### config.mk
export PLATFORM = sky130hd
export DESIGN_NAME = cdiv_quad
export DESIGN_NICKNAME = d
export VERILOG_FILES = /design/src/rtl/cdiv_pkg.sv /design/src/rtl/cdiv_regs.sv /design/src/rtl/cdiv_loader.sv /design/src/rtl/cdiv_counter.sv /design/src/rtl/cdiv_quad.sv
export SDC_FILE = /design/constraint.sdc
export NUM_CORES = 1
export LEC_CHECK = 0
export BUFFER_PORTS_ARGS = -buffer_cell sky130_fd_sc_hd__buf_2
export CORE_MARGIN = 2
export CORE_UTILIZATION = 45
export CTS_CLUSTER_DIAMETER = 200
export CTS_CLUSTER_SIZE = 20
export DETAILED_ROUTE_END_ITERATION = 16
export PLACE_DENSITY = 0.67
export SYNTH_ARGS = -nofsm -noshare
export SYNTH_HDL_FRONTEND = slang
export SYNTH_HIERARCHICAL = 1
export SYNTH_SLANG_ARGS = --single-unit
### constraint.sdc
create_clock -name clk -period 2.2 [get_ports clk]
set_input_delay 0 -clock clk [delete_from_list [all_inputs] [get_ports clk]]
set_output_delay 0 -clock clk [all_outputs]
set_load 0.01 [all_outputs]
### src/rtl/cdiv_pkg.sv
package cdiv_pkg;

    localparam int CD_FIELD_W = 6;
    localparam int CD_SLOT_W  = CD_FIELD_W + 1;

    typedef logic [CD_FIELD_W-1:0] ratio_t;

    typedef enum logic {
        MAP_TABLE  = 1'b0,
        MAP_DIRECT = 1'b1
    } map_kind_e;

    typedef struct packed {
        logic   ok;
        ratio_t ratio;
    } decoded_t;

    function automatic int unsigned field_lsb(int unsigned ch);
        return 1 + ch * CD_SLOT_W;
    endfunction

    function automatic int unsigned strobe_pos(int unsigned ch);
        return field_lsb(ch) + CD_FIELD_W;
    endfunction

    function automatic decoded_t decode_code(map_kind_e kind, ratio_t code);
        decoded_t d;
        d.ok    = 1'b1;
        d.ratio = code;
        if (kind == MAP_TABLE) begin
            case (code)
                ratio_t'(1):  d.ratio = ratio_t'(2);
                ratio_t'(2):  d.ratio = ratio_t'(1);
                ratio_t'(3):  d.ratio = ratio_t'(3);
                ratio_t'(4):  d.ratio = ratio_t'(4);
                ratio_t'(5):  d.ratio = ratio_t'(6);
                ratio_t'(6):  d.ratio = ratio_t'(5);
                ratio_t'(7):  d.ratio = ratio_t'(7);
                ratio_t'(8):  d.ratio = ratio_t'(8);
                ratio_t'(9):  d.ratio = ratio_t'(10);
                ratio_t'(10): d.ratio = ratio_t'(9);
                default: begin
                    d.ok    = 1'b0;
                    d.ratio = ratio_t'(1);
                end
            endcase
        end else begin
            d.ok = (code != '0);
        end
        return d;
    endfunction

endpackage

### src/rtl/cdiv_regs.sv
module cdiv_regs
    import cdiv_pkg::*;
#(
    parameter int DATA_W     = 32,
    parameter int ADDR_W     = 4,
    parameter int NCH        = 4,
    parameter int RUN_BIT    = 10,
    parameter int CTRL_A_OFF = 0,
    parameter int CTRL_B_OFF = 4
) (
    input  logic                      clk,
    input  logic                      rst,
    input  logic                      wr_en,
    input  logic [ADDR_W-1:0]         wr_addr,
    input  logic [DATA_W-1:0]         wr_data,
    input  logic [ADDR_W-1:0]         rd_addr,
    output logic [DATA_W-1:0]         rd_data,
    output logic                      run,
    output logic [NCH-1:0][CD_FIELD_W-1:0] code,
    output logic [NCH-1:0]            strobe
);

    localparam logic [ADDR_W-1:0] A_ADDR = ADDR_W'(CTRL_A_OFF);
    localparam logic [ADDR_W-1:0] B_ADDR = ADDR_W'(CTRL_B_OFF);

    logic [DATA_W-1:0] ctrl_a;
    logic [DATA_W-1:0] ctrl_b;

    always_ff @(posedge clk) begin
        if (rst) begin
            ctrl_a <= '0;
            ctrl_b <= '0;
        end else if (wr_en) begin
            if (wr_addr == A_ADDR) ctrl_a <= wr_data;
            if (wr_addr == B_ADDR) ctrl_b <= wr_data;
        end
    end

    always_comb begin
        if (rd_addr == A_ADDR)      rd_data = ctrl_a;
        else if (rd_addr == B_ADDR) rd_data = ctrl_b;
        else                        rd_data = '0;
    end

    assign run = ctrl_b[RUN_BIT];

    for (genvar c = 0; c < NCH; c++) begin : g_slice
        localparam int LSB = field_lsb(c);
        localparam int STB = strobe_pos(c);
        assign code[c]   = ctrl_a[LSB +: CD_FIELD_W];
        assign strobe[c] = ctrl_a[STB];
    end

endmodule

### src/rtl/cdiv_loader.sv
module cdiv_loader
    import cdiv_pkg::*;
#(
    parameter map_kind_e KIND = MAP_DIRECT
) (
    input  logic   clk,
    input  logic   rst,
    input  logic   run,
    input  logic   strobe,
    input  ratio_t code,
    output ratio_t pending
);

    logic     strobe_q;
    logic     rise;
    decoded_t dec;

    assign rise = strobe & ~strobe_q;
    assign dec  = decode_code(KIND, code);

    always_ff @(posedge clk) begin
        if (rst) begin
            strobe_q <= 1'b0;
            pending  <= ratio_t'(1);
        end else begin
            strobe_q <= strobe;
            if (run && rise && dec.ok) pending <= dec.ratio;
        end
    end

endmodule

### src/rtl/cdiv_counter.sv
module cdiv_counter
    import cdiv_pkg::*;
(
    input  logic   clk,
    input  logic   rst,
    input  logic   run,
    input  ratio_t pending,
    output ratio_t cur,
    output logic   tick,
    output logic   phase
);

    ratio_t cnt;
    logic   wrap;
    ratio_t hi_len;

    assign wrap   = (cnt == cur - 1'b1);
    assign hi_len = cur >> 1;

    always_ff @(posedge clk) begin
        if (rst) begin
            cnt <= '0;
            cur <= ratio_t'(1);
        end else if (!run) begin
            cnt <= '0;
        end else if (wrap) begin
            cnt <= '0;
            cur <= pending;
        end else begin
            cnt <= cnt + 1'b1;
        end
    end

    assign tick  = run & wrap;
    assign phase = run & ((cur == ratio_t'(1)) | (cnt < hi_len));

endmodule

### src/rtl/cdiv_quad.sv
module cdiv_quad
    import cdiv_pkg::*;
#(
    parameter int DATA_W   = 32,
    parameter int ADDR_W   = 4,
    parameter int NCH      = 4,
    parameter int RUN_BIT  = 10,
    parameter int TABLE_CH = 0
) (
    input  logic              clk,
    input  logic              rst,
    input  logic              wr_en,
    input  logic [ADDR_W-1:0] wr_addr,
    input  logic [DATA_W-1:0] wr_data,
    input  logic [ADDR_W-1:0] rd_addr,
    output logic [DATA_W-1:0] rd_data,
    output logic [NCH-1:0]    tick,
    output logic [NCH-1:0]    phase
);

    logic                          run;
    logic [NCH-1:0][CD_FIELD_W-1:0] code;
    logic [NCH-1:0]                strobe;
    logic [NCH-1:0][CD_FIELD_W-1:0] pending;
    logic [NCH-1:0][CD_FIELD_W-1:0] cur_ratio;

    cdiv_regs #(
        .DATA_W (DATA_W),
        .ADDR_W (ADDR_W),
        .NCH    (NCH),
        .RUN_BIT(RUN_BIT)
    ) u_regs (
        .clk    (clk),
        .rst    (rst),
        .wr_en  (wr_en),
        .wr_addr(wr_addr),
        .wr_data(wr_data),
        .rd_addr(rd_addr),
        .rd_data(rd_data),
        .run    (run),
        .code   (code),
        .strobe (strobe)
    );

    for (genvar c = 0; c < NCH; c++) begin : g_ch
        localparam map_kind_e KIND = (c == TABLE_CH) ? MAP_TABLE : MAP_DIRECT;

        cdiv_loader #(.KIND(KIND)) u_load (
            .clk    (clk),
            .rst    (rst),
            .run    (run),
            .strobe (strobe[c]),
            .code   (code[c]),
            .pending(pending[c])
        );

        cdiv_counter u_cnt (
            .clk    (clk),
            .rst    (rst),
            .run    (run),
            .pending(pending[c]),
            .cur    (cur_ratio[c]),
            .tick   (tick[c]),
            .phase  (phase[c])
        );
    end

endmodule

==> metrics, run 1 <==
status finished clean; Fin. Hold Viols 0; IO buf count just over 80; Leak approximately 0.0037 µW; die area 18,200 µm²; top_reg_cell synth dfxtp_1; Achievable Freq between 0.4 and 0.5 GHz; async set-or-reset flop fraction in the synthesized netlist 0%; post-DP HPWL 10,200 µm; CTS clock-pin slew for the worst setup and hold paths roughly 70 ps; setup tns final 0 ps; Filler cells 1,457; H-tree Lvls 4; Non-Filler Cell Area, Final 9070 µm²; WL final ~15,000 µm; die width 135 µm; crit share post-route a little over nine tenths; All-Layer GR Usage roughly 17%; Rows 47; Mapped Area 7690 µm²; total gr overflow 0; RSZ-0062 raised after global routing false; Slew HR between 40 and 50%; Max Slew Vio Count 0; vias per cell between 4 and 5; fin crit period 2080 ps; total I/O pin count 83; largest net degree at the start of global routing 37; Crit. End Element output pin; CP Data Arrival Time ~2100 ps; count leader, synth dfxtp_1; vias in the first global route 5,516; Synth Register Bits between 100 and 150; fin cells 1,131; initial antenna violation count 0; fin nets 969; Worst-Margin Slew between 800 and 900 ps; Area contributors post-synth dfxtp_1, mux2i_1, nand2b_1; Min Hold Slack around 230 ps; critical path peak fanout 8; CP Launch Type flop; First DRT Iteration DRCs between 200 and 300; Starting Density 46.2%; TritonCTS buffer count 17; Synth area leader dfxtp_1; Post-Syn Instances roughly 810; WP data required ~2200 ps; Root Driver clkbuf_16; insertion delay to the later sink of the worst-skew pair roughly 410 ps; synth unique cells between 40 and 50; Die Span Y roughly 130 µm; placed insts between 1,000 and 1,500; drt drc 0; area delta synth->final 17.9%; core area ~17,000 µm²; First-pass DRT Iterations 5; share of cells above drive strength 1 18.7%; CTS tree built; via count ~5,600; Max Cap Viol 0; critical path class reg2out; first-pass GRT wire length 26,100 µm; GPL Wtd Cong about 0.77; clk buf depth 2; Hold WC Path Type in2reg; Placed Area 8050 µm²; final core utilization between 50% and 60%; Mapped Avg Cell Area around 9.5 µm²; ANT nets after route 0; Peak VDD IR about 0.59 mV; Post-synth EDFFs 0; Seq/Total Area, Yosys approximately 36%; PD cells 636 nW/µm²; Synth top cells by count dfxtp_1, nand2b_1, mux2i_1; post-synth top area share between 30% and 40%; WL per Instance approximately 14 µm; # diodes 0; clk sink count ~140; final setup vio count 0; total of warnings raised by yosys 6; skew final between 9 and 10 ps
==> cell usage in the layout (no fill, tap or decap), types with 9 or more instances in the layout <==
cell / count
xor2_1: 28
nand3_1: 32
inv_1: 33
buf_2: 81
dlygate4sd3_1: 33
ha_1: 28
nor2_1: 43
a22o_1: 32
a21o_1: 12
nand2b_1: 133
nor3_1: 9
clkbuf_16: 17
mux2i_1: 106
dfxtp_1: 134
a21oi_1: 22
o21ai_0: 10
buf_4: 24
nand2_1: 19
xnor2_1: 16
==> worst paths after layout <==
kind                                  start              endpoint  slack, ps  cells past startpoint
setup / recovery       g_ch[2].u_cnt/cur[2]              phase[2]        120                      7
hold / removal                   wr_addr[2]     u_regs/ctrl_b[30]        230                      3
setup reg to reg       g_ch[2].u_cnt/cur[0]  g_ch[2].u_cnt/cur[0]        340                      7
hold reg to reg   g_ch[0].u_load/pending[3]  g_ch[0].u_cnt/cur[3]        470                      2
==> through the flow <==
step | setup WS, ps | power [µW]
floorplan | 452 | 2830
global route | 17.4 | 5980
finish | 123 | 5770
CTS | 8.86 | 5830
detailed placement | 337 | 2930
global placement | 404 | 2920
==> critical path, cell delays in order, from the launching register on <==
cell and delay [ps]:
dfxtp_2 430, inv_1 70, ha_1 300, a21o_1 170
a21o_1 170, a21o_1 180, a31oi_1 190, buf_2 170
==> power by group <==
group          switching [µW]  leakage, µW  internal [µW]
clock                    1150     0.000283           1690
sequential               37.5      0.00112           2540
combinational             154      0.00225            188
==> area by class of cell <==
cell class,instances,area [µm²],share of cell area (%)
clock buffers,17,425,4.69
clock inverters,15,165,1.82
inverters,33,124,1.37
multi-input cells,569,4370,48.2
flip-flops and latches,138,2770,30.5
well taps,220,275,3.04
repair buffers,139,936,10.3
==> routing by layer <==
layer | GRT usage, % | vias up | part of all wire [%]
met5 | 0 | - | 0
met4 | 5.50 | 0 | 1.0
met3 | 4.99 | 12 | 4.5
met2 | 26.8 | 98 | 44
met1 | 23.7 | 2581 | 50
li1 | - | 2930 | -
==> sequential cells by signal (all words and copies together) (netlist names) <==
name	flops
g_ch.u_load/strobe_q	4
g_ch.u_cnt/cur	24
g_ch.u_load/pending	22
u_regs/ctrl_a	32
u_regs/ctrl_b	32
g_ch.u_cnt/cnt	24
==> cells by family (layout without fill, tap and decap cells) <==
group | Yosys count | after routing | synth area share [%]
compound gates | 102 | 102 | 9.64
xor+xnor | 44 | 44 | 5.01
fa+ha+maj | 28 | 28 | 4.55
buf+inv | 101 | 204 | 7.51
flops | 138 | 138 | 35.9
mux | 106 | 106 | 13.8
other cells | 1 | 2 | 0.0487
simple gates | 287 | 287 | 23.5
==> repair_timing <==
item / 4_1_cts / 5_1_grt
hold buffers: 33 / 0
setup buffers: 2 / 10
gates resized for setup: 1 / 3
setup endpoints to repair: 3 / 5
endpoints found under the hold margin: 68 / 0
pin swaps: 2 / 2
(Power assumes the default switching activity.)
==> inputs of run 2 (changes only) <==
--- a/config.mk
+++ b/config.mk
@@ -5,13 +5,15 @@
 export SDC_FILE = /design/constraint.sdc
 export NUM_CORES = 1
 export LEC_CHECK = 0
-export BUFFER_PORTS_ARGS = -buffer_cell sky130_fd_sc_hd__buf_2
+export BUFFER_PORTS_ARGS = -buffer_cell sky130_fd_sc_hd__buf_4
 export CORE_MARGIN = 2
 export CORE_UTILIZATION = 45
+export CTS_BUF_LIST = sky130_fd_sc_hd__clkbuf_8
 export CTS_CLUSTER_DIAMETER = 200
 export CTS_CLUSTER_SIZE = 20
 export DETAILED_ROUTE_END_ITERATION = 16
 export PLACE_DENSITY = 0.67
+export SLEW_MARGIN = 20
 export SYNTH_ARGS = -nofsm -noshare
 export SYNTH_HDL_FRONTEND = slang
 export SYNTH_HIERARCHICAL = 1
==> run 2 against run 1 <==
  * Global-route usage increased by 0.34 points
  * Sequential share of layout area up 0.16 points
  * Worst setup slack better by 21 ps
  * Fmax up 1.0%
  * Clock power is 24% lower
  * Register-to-register slack is essentially flat
  * Critical path depth stayed put
  * Flip-flop and latch count unchanged
  * Critical endpoint is now phase[1]
  * Largest power group is now registers
  * Combinational power is 5.8% higher
  * First-iteration DRC count down 20%
==> metrics, run 2 (same netlist as run 1, synthesis figures left out) <==
status finished clean; WL final 15,600 µm (+1.1%); total gr overflow 0 (unchanged); post-DP HPWL 10,300 µm (+0.81%); Max Cap Viol 0 (unchanged); insertion delay to the later sink of the worst-skew pair 440 ps (+30 ps); First DRT Iteration DRCs 227 (-20%); largest net degree at the start of global routing 75 (+100%); area delta synth->final 17.5%; crit share post-route 93.5% (-0.96 points); Fin. Hold Viols 0 (unchanged); Achievable Freq 0.486 GHz (+1.0%); initial antenna violation count 0 (unchanged); Root Driver clkbuf_8; via count 5,625 (+0.071%); CP max-delay cell dfxtp_2; GPL Wtd Cong 0.781 (+0.77%); core area 16,600 µm² (unchanged); Max Slew Vio Count 0 (unchanged); PD cells 566 nW/µm² (-11%); clk sink count 138 (unchanged); Top cell by count, worst path a21o_1; Worst R2R Path Depth 7 (unchanged); Crit. End Element output pin; IO buf count 82 (unchanged); most common cell after layout, fill and taps aside dfxtp_1; Hold Path Sink u_regs/ctrl_b[0]; final setup vio count 0 (unchanged); reg-to-reg startpoint g_ch[1].u_cnt/cur[0]; fin nets 960 (-0.93%); ANT nets after route 0 (unchanged); Filler cells 1,517 (+4.1%); Rows 47 (unchanged); worst stage delay on the critical path 430 ps (about the same); Regs by FF count u_regs/ctrl_a (32), u_regs/ctrl_b (32); CTS tree built; # diodes 0 (unchanged); drt drc 0 (unchanged); Slew HR 63.2% (+19 points); critical path class reg2out; Worst-Margin Slew 552 ps (-282 ps); CP cell instances inv_1 > ha_1 > a21o_1 > a21o_1 > a21o_1 > a31oi_1 > buf_4; placed insts 1,053 (-0.095%); R2R Setup Slk 340 ps (about the same); Worst Hold Depth 4 (+1); CTS clock-pin slew for the worst setup and hold paths 80 ps (about the same); total I/O pin count 83 (unchanged); RSZ-0062 raised after global routing false; die area 18,200 µm² (unchanged); All-Layer GR Usage 17.8% (+0.34 points); fin cells 1,122 (-0.80%); WL per Instance 13.9 µm (+1.9%); vias per cell 5.01 (+0.87%); Leak 0.00355 µW (-2.7%); die width 135 µm (unchanged); CP Launch Type flop; commonest cells after routing, fill and taps aside dfxtp_1, nand2b_1, mux2i_1; fin crit period 2060 ps (-21.0 ps); First-pass DRT Iterations 5 (unchanged); critical path peak fanout 8 (unchanged); final core utilization 54.3% (-0.18 points); capture point of the worst reg-to-reg path g_ch[1].u_cnt/cur[0]; clk buf depth 2 (unchanged); WP data required 2200 ps (about the same); Die Span Y 135 µm (unchanged); Peak VDD IR 0.388 mV (-34%); CP Data Arrival Time 2060 ps (-20 ps); vias in the first global route 5,381 (-2.4%); skew final 9.36 ps (-0.609 ps); Starting Density 46.2% (unchanged); Hold WC Path Type in2reg; share of cells above drive strength 1 17.7% (-0.92 points); setup tns final 0 ps (unchanged); Min-Delay Startpoint wr_addr[2]; TritonCTS buffer count 17 (unchanged); first-pass GRT wire length 26,300 µm (+1.1%); H-tree Lvls 4 (unchanged)
==> run 2: cell types whose count changed in the layout (fill, tap and decap cells not counted), sizes merged <==
cell	before	now
buf	106	97
inv	38	36
bufinv	2	3
clkbuf	17	18
clkinv	5	4
clkinvlp	3	4
==> run 2: stage by stage <==
stage	worst slack [ps]	area, µm²	power (µW)	hold slack, ps
2_1_floorplan	452	7700	2830	69.1
3_3_place_gp	392	8250	2950	291
3_5_place_dp	305	8250	2950	296
4_1_cts	57.3	9030	5180	133
5_1_grt	9.14	9040	5330	164
6_report	144	9040	5110	166
==> run 2: layer usage <==
metal | global-route usage [%] | vias up | share of wire (%) | routed length, µm
li1 | - | 2915 | - | -
met1 | 24.7 | 2607 | 51 | 7970
met2 | 26.8 | 93 | 44 | 6800
met3 | 5.37 | 10 | 4.5 | 697
met4 | 4.62 | 0 | 0.76 | 119
met5 | 0 | - | 0 | 0
==> run 2: worst max-delay path: cells and delay by family (launching register included) <==
kind | cells | cell delay, ps
buf+inv | 2 | 220
compound gates | 4 | 670
fa+ha+maj | 1 | 300
flops | 1 | 430
==> run 2: worst max path at each step <==
stage / endpoint / startpoint / slack, ps / depth (start not counted)
3_3_place_gp: g_ch[1].u_cnt/cur[5] / g_ch[1].u_cnt/cur[0] / 390 / 6
3_5_place_dp: g_ch[2].u_cnt/cur[1] / g_ch[2].u_cnt/cur[0] / 310 / 6
6_report: phase[1] / g_ch[1].u_cnt/cur[2] / 140 / 7
4_1_cts: phase[0] / g_ch[0].u_cnt/cur[2] / 60 / 7
5_1_grt: phase[0] / g_ch[0].u_cnt/cur[2] / 9 / 7
2_1_floorplan: g_ch[0].u_cnt/cur[0] / g_ch[0].u_cnt/cur[0] / 450 / 6
==> run 2: area by class of cell <==
type	instances	area [µm²]	area share, %
timing repair buffer	130	1070	11.9
sequential	138	2770	30.7
clock buffer	18	248	2.74
tap	220	275	3.05
multi-input combinational	569	4370	48.4
clock inverter	14	173	1.91
inverter	33	124	1.37
==> run 2: power breakdown <==
part	switching [µW]	total [µW]	internal, µW	leakage [µW]
Combinational	156	362	206	0.00223
Sequential	37.3	2580	2540	0.00112
Clock	1020	2170	1160	0.000203
==> run 2: timing repair <==
item | in CTS | in global routing
endpoints found under the setup margin | 8 | 2
endpoints found under the hold margin | 67 | 0
hold buffers | 33 | 0
pin swaps | 4 | 0
setup buffers | 4 | 0
gates resized for setup | 4 | 2
==> inputs of run 3 (changes only) <==
--- a/config.mk
+++ b/config.mk
@@ -12,7 +12,8 @@
 export CTS_CLUSTER_DIAMETER = 200
 export CTS_CLUSTER_SIZE = 20
 export DETAILED_ROUTE_END_ITERATION = 16
-export PLACE_DENSITY = 0.67
+export PLACE_DENSITY = 0.69
+export SETUP_SLACK_MARGIN = 0.4
 export SLEW_MARGIN = 20
 export SYNTH_ARGS = -nofsm -noshare
 export SYNTH_HDL_FRONTEND = slang
==> constraint.sdc (replaced) <==
create_clock -name clk -period 1.8 [get_ports clk]
set_input_delay 0 -clock clk [delete_from_list [all_inputs] [get_ports clk]]
set_output_delay 0 -clock clk [all_outputs]
set_load 0.01 [all_outputs]
==> run 3 against run 2 <==
  * The flow now finishes with violations (negative setup slack)
  * Hold slack worse by 85 ps
  * Die area is the same
  * Clock power grew 8%
  * Non-clock buffer count increased by 45
  * Register-to-register slack lost 430 ps
  * Cell area rose by 10%
  * Wire length rose by 12%
  * Critical path depth unchanged
  * Sequential power increased by 21%
  * Flip-flop and latch count stayed put
  * Clock skew is 3.3 ps higher
  * Via count grew 5.7%
==> metrics, run 3 (same netlist as run 1, synthesis figures left out) <==
clk buf depth 2 (unchanged); Filler cells 1,324 (-13%); vias per cell 5.10 (+1.8%); Slew HR 57.2% (-6.0 points); share of cells above drive strength 1 31.9% (+14 points); First DRT Iteration DRCs 263 (+16%); CTS clock-pin slew for the worst setup and hold paths 80 ps (about the same); sequential cell area 2830 µm² (+2.1%); clk sink count 138 (unchanged); placed insts 1,072 (+1.8%); first-pass GRT wire length 28,400 µm (+8.0%); fin cells 1,166 (+3.9%); Worst-Margin Slew 642 ps (+90.1 ps); All-Layer GR Usage 19.3% (+1.5 points); Crit. End Element output pin; area delta synth->final 29.7%; Regs by FF count u_regs/ctrl_a (32), u_regs/ctrl_b (32); CP cell instances buf_4 > nor2_2 > and3_1 > o221ai_2 > nor3_4 > buf_6 > buf_6; Root Driver clkbuf_8; WL per Instance 14.9 µm (+7.4%); IO buf count 82 (unchanged); via count 5,948 (+5.7%); vias in the first global route 5,904 (+9.7%); # diodes 0 (unchanged); WL final 17,400 µm (+12%); Non-Filler Cell Area, Final 9980 µm² (+10%); commonest cells after routing, fill and taps aside nand2b_1, buf_4, dfxtp_1; initial antenna violation count 0 (unchanged); Placed Area 8490 µm² (+2.9%); critical path class reg2out; H-tree Lvls 4 (unchanged); drt drc 0 (unchanged); Max Cap Viol 0 (unchanged); Achievable Freq around 0.51 GHz; Max Slew Vio Count 0 (unchanged); First-pass DRT Iterations 4 (-1); crit share post-route 108%; CP max-delay cell dfxtp_4; core area 16,600 µm² (unchanged); Starting Density 46.2% (unchanged); Top cell by count, worst path buf_6; failing checks negative setup slack; Leak 0.00388 µW (+9.1%); reg-to-reg startpoint g_ch[1].u_cnt/cur[1]; CTS tree built; total gr overflow 0 (unchanged); fin crit period between 1500 and 2000 ps; critical path peak fanout 3 (-5); status complete, but fails checks; die area 18,200 µm² (unchanged); die width 135 µm (unchanged); area of the multi-input gates 4800 µm² (+9.8%); CP Launch Type flop; TritonCTS buffer count 17 (unchanged); ANT nets after route 0 (unchanged); Peak VDD IR 0.362 mV (-6.6%); most common cell after layout, fill and taps aside nand2b_1; RSZ-0062 raised after global routing true; fin nets 1,005 (+4.7%); PD cells 596 nW/µm² (+5.4%); Min-Delay Startpoint rst; largest net degree at the start of global routing 70 (-6.7%); total I/O pin count 83 (unchanged); GPL Wtd Cong 0.754 (-3.5%); CP startpoint g_ch[2].u_cnt/cur[1]; worst stage delay on the critical path 370 ps (-60 ps); fin worst setup slack -144 ps (-288 ps); Hold WC Path Type in2reg; Rows 47 (unchanged); final setup vio count 14 (+14); insertion delay to the later sink of the worst-skew pair 450 ps (about the same); Fin. Hold Viols 0 (unchanged); Die Span Y 135 µm (unchanged); skew final 12.6 ps (+3.25 ps); WP data required 1800 ps (-400 ps); post-DP HPWL 10,400 µm (+1.2%); CP Data Arrival Time 1940 ps (-120 ps)
[run 3: cell types whose count changed in the layout (fill, tap and decap cells not counted), moves of 5 or more]
cell,previous run,this run
ha_1,28,18
inv_2,0,10
inv_1,34,21
buf_4,96,112
buf_6,0,22
dfxtp_1,134,110
dfxtp_2,2,15
nor2_2,1,14
dfxtp_4,2,13
ha_4,0,10
nor3_1,9,4
nor2_1,43,26
buf_12,1,6
[run 3: critical path, delay by kind of cell (launching register included)]
kind            cells  cell delay, ps
flops               1             370
compound gates      1             150
buf+inv             3             380
simple gates        3             590
[run 3: final timing paths]
kind              cells after the start                      end  slack (ps)
setup / recovery                      7                  tick[2]        -140
hold / removal                        2  g_ch[0].u_load/strobe_q          80
setup reg to reg                      9     g_ch[1].u_cnt/cur[0]         -90
hold reg to reg                       2     g_ch[0].u_cnt/cur[1]         470
[run 3: layout make-up]
class	instances	share of cell area [%]
multi-input cells	569	48.1
clock buffers	19	2.62
inverters	33	1.32
flip-flops and latches	138	28.4
well taps	220	2.76
clock inverters	12	1.02
repair buffers	175	15.8
[run 3: stage by stage]
stage	util, %	hold WS (ps)	setup slack [ps]	setup TNS [ps]	total power [µW]
detailed placement	51.0	298	98.1	0	3610
CTS	58.4	52.5	-99.5	-699	5990
global route	59.9	118	-224	-2350	6160
floorplan	-	69.1	121	0	3460
finish	59.9	81.2	-144	-787	5950
global placement	51.0	286	157	0	3610
[run 3: power by group]
group,internal [µW],switching [µW]
Clock,1150,1200
Combinational,267,201
Sequential,3090,46.5
[run 3: what timing repair did]
item	CTS	global route
hold buffers	32	0
setup endpoints to repair	57	71
pin swaps	55	11
setup buffers	29	2
endpoints found under the hold margin	64	0
gates resized for setup	85	62
[run 3: per-layer routing]
metal	global-route usage (%)	routed length, µm	vias to the layer above
met2	31.5	8330	120
met5	0	0	-
li1	-	-	3004
met3	3.90	686	24
met1	25.5	8080	2800
met4	6.61	284	0
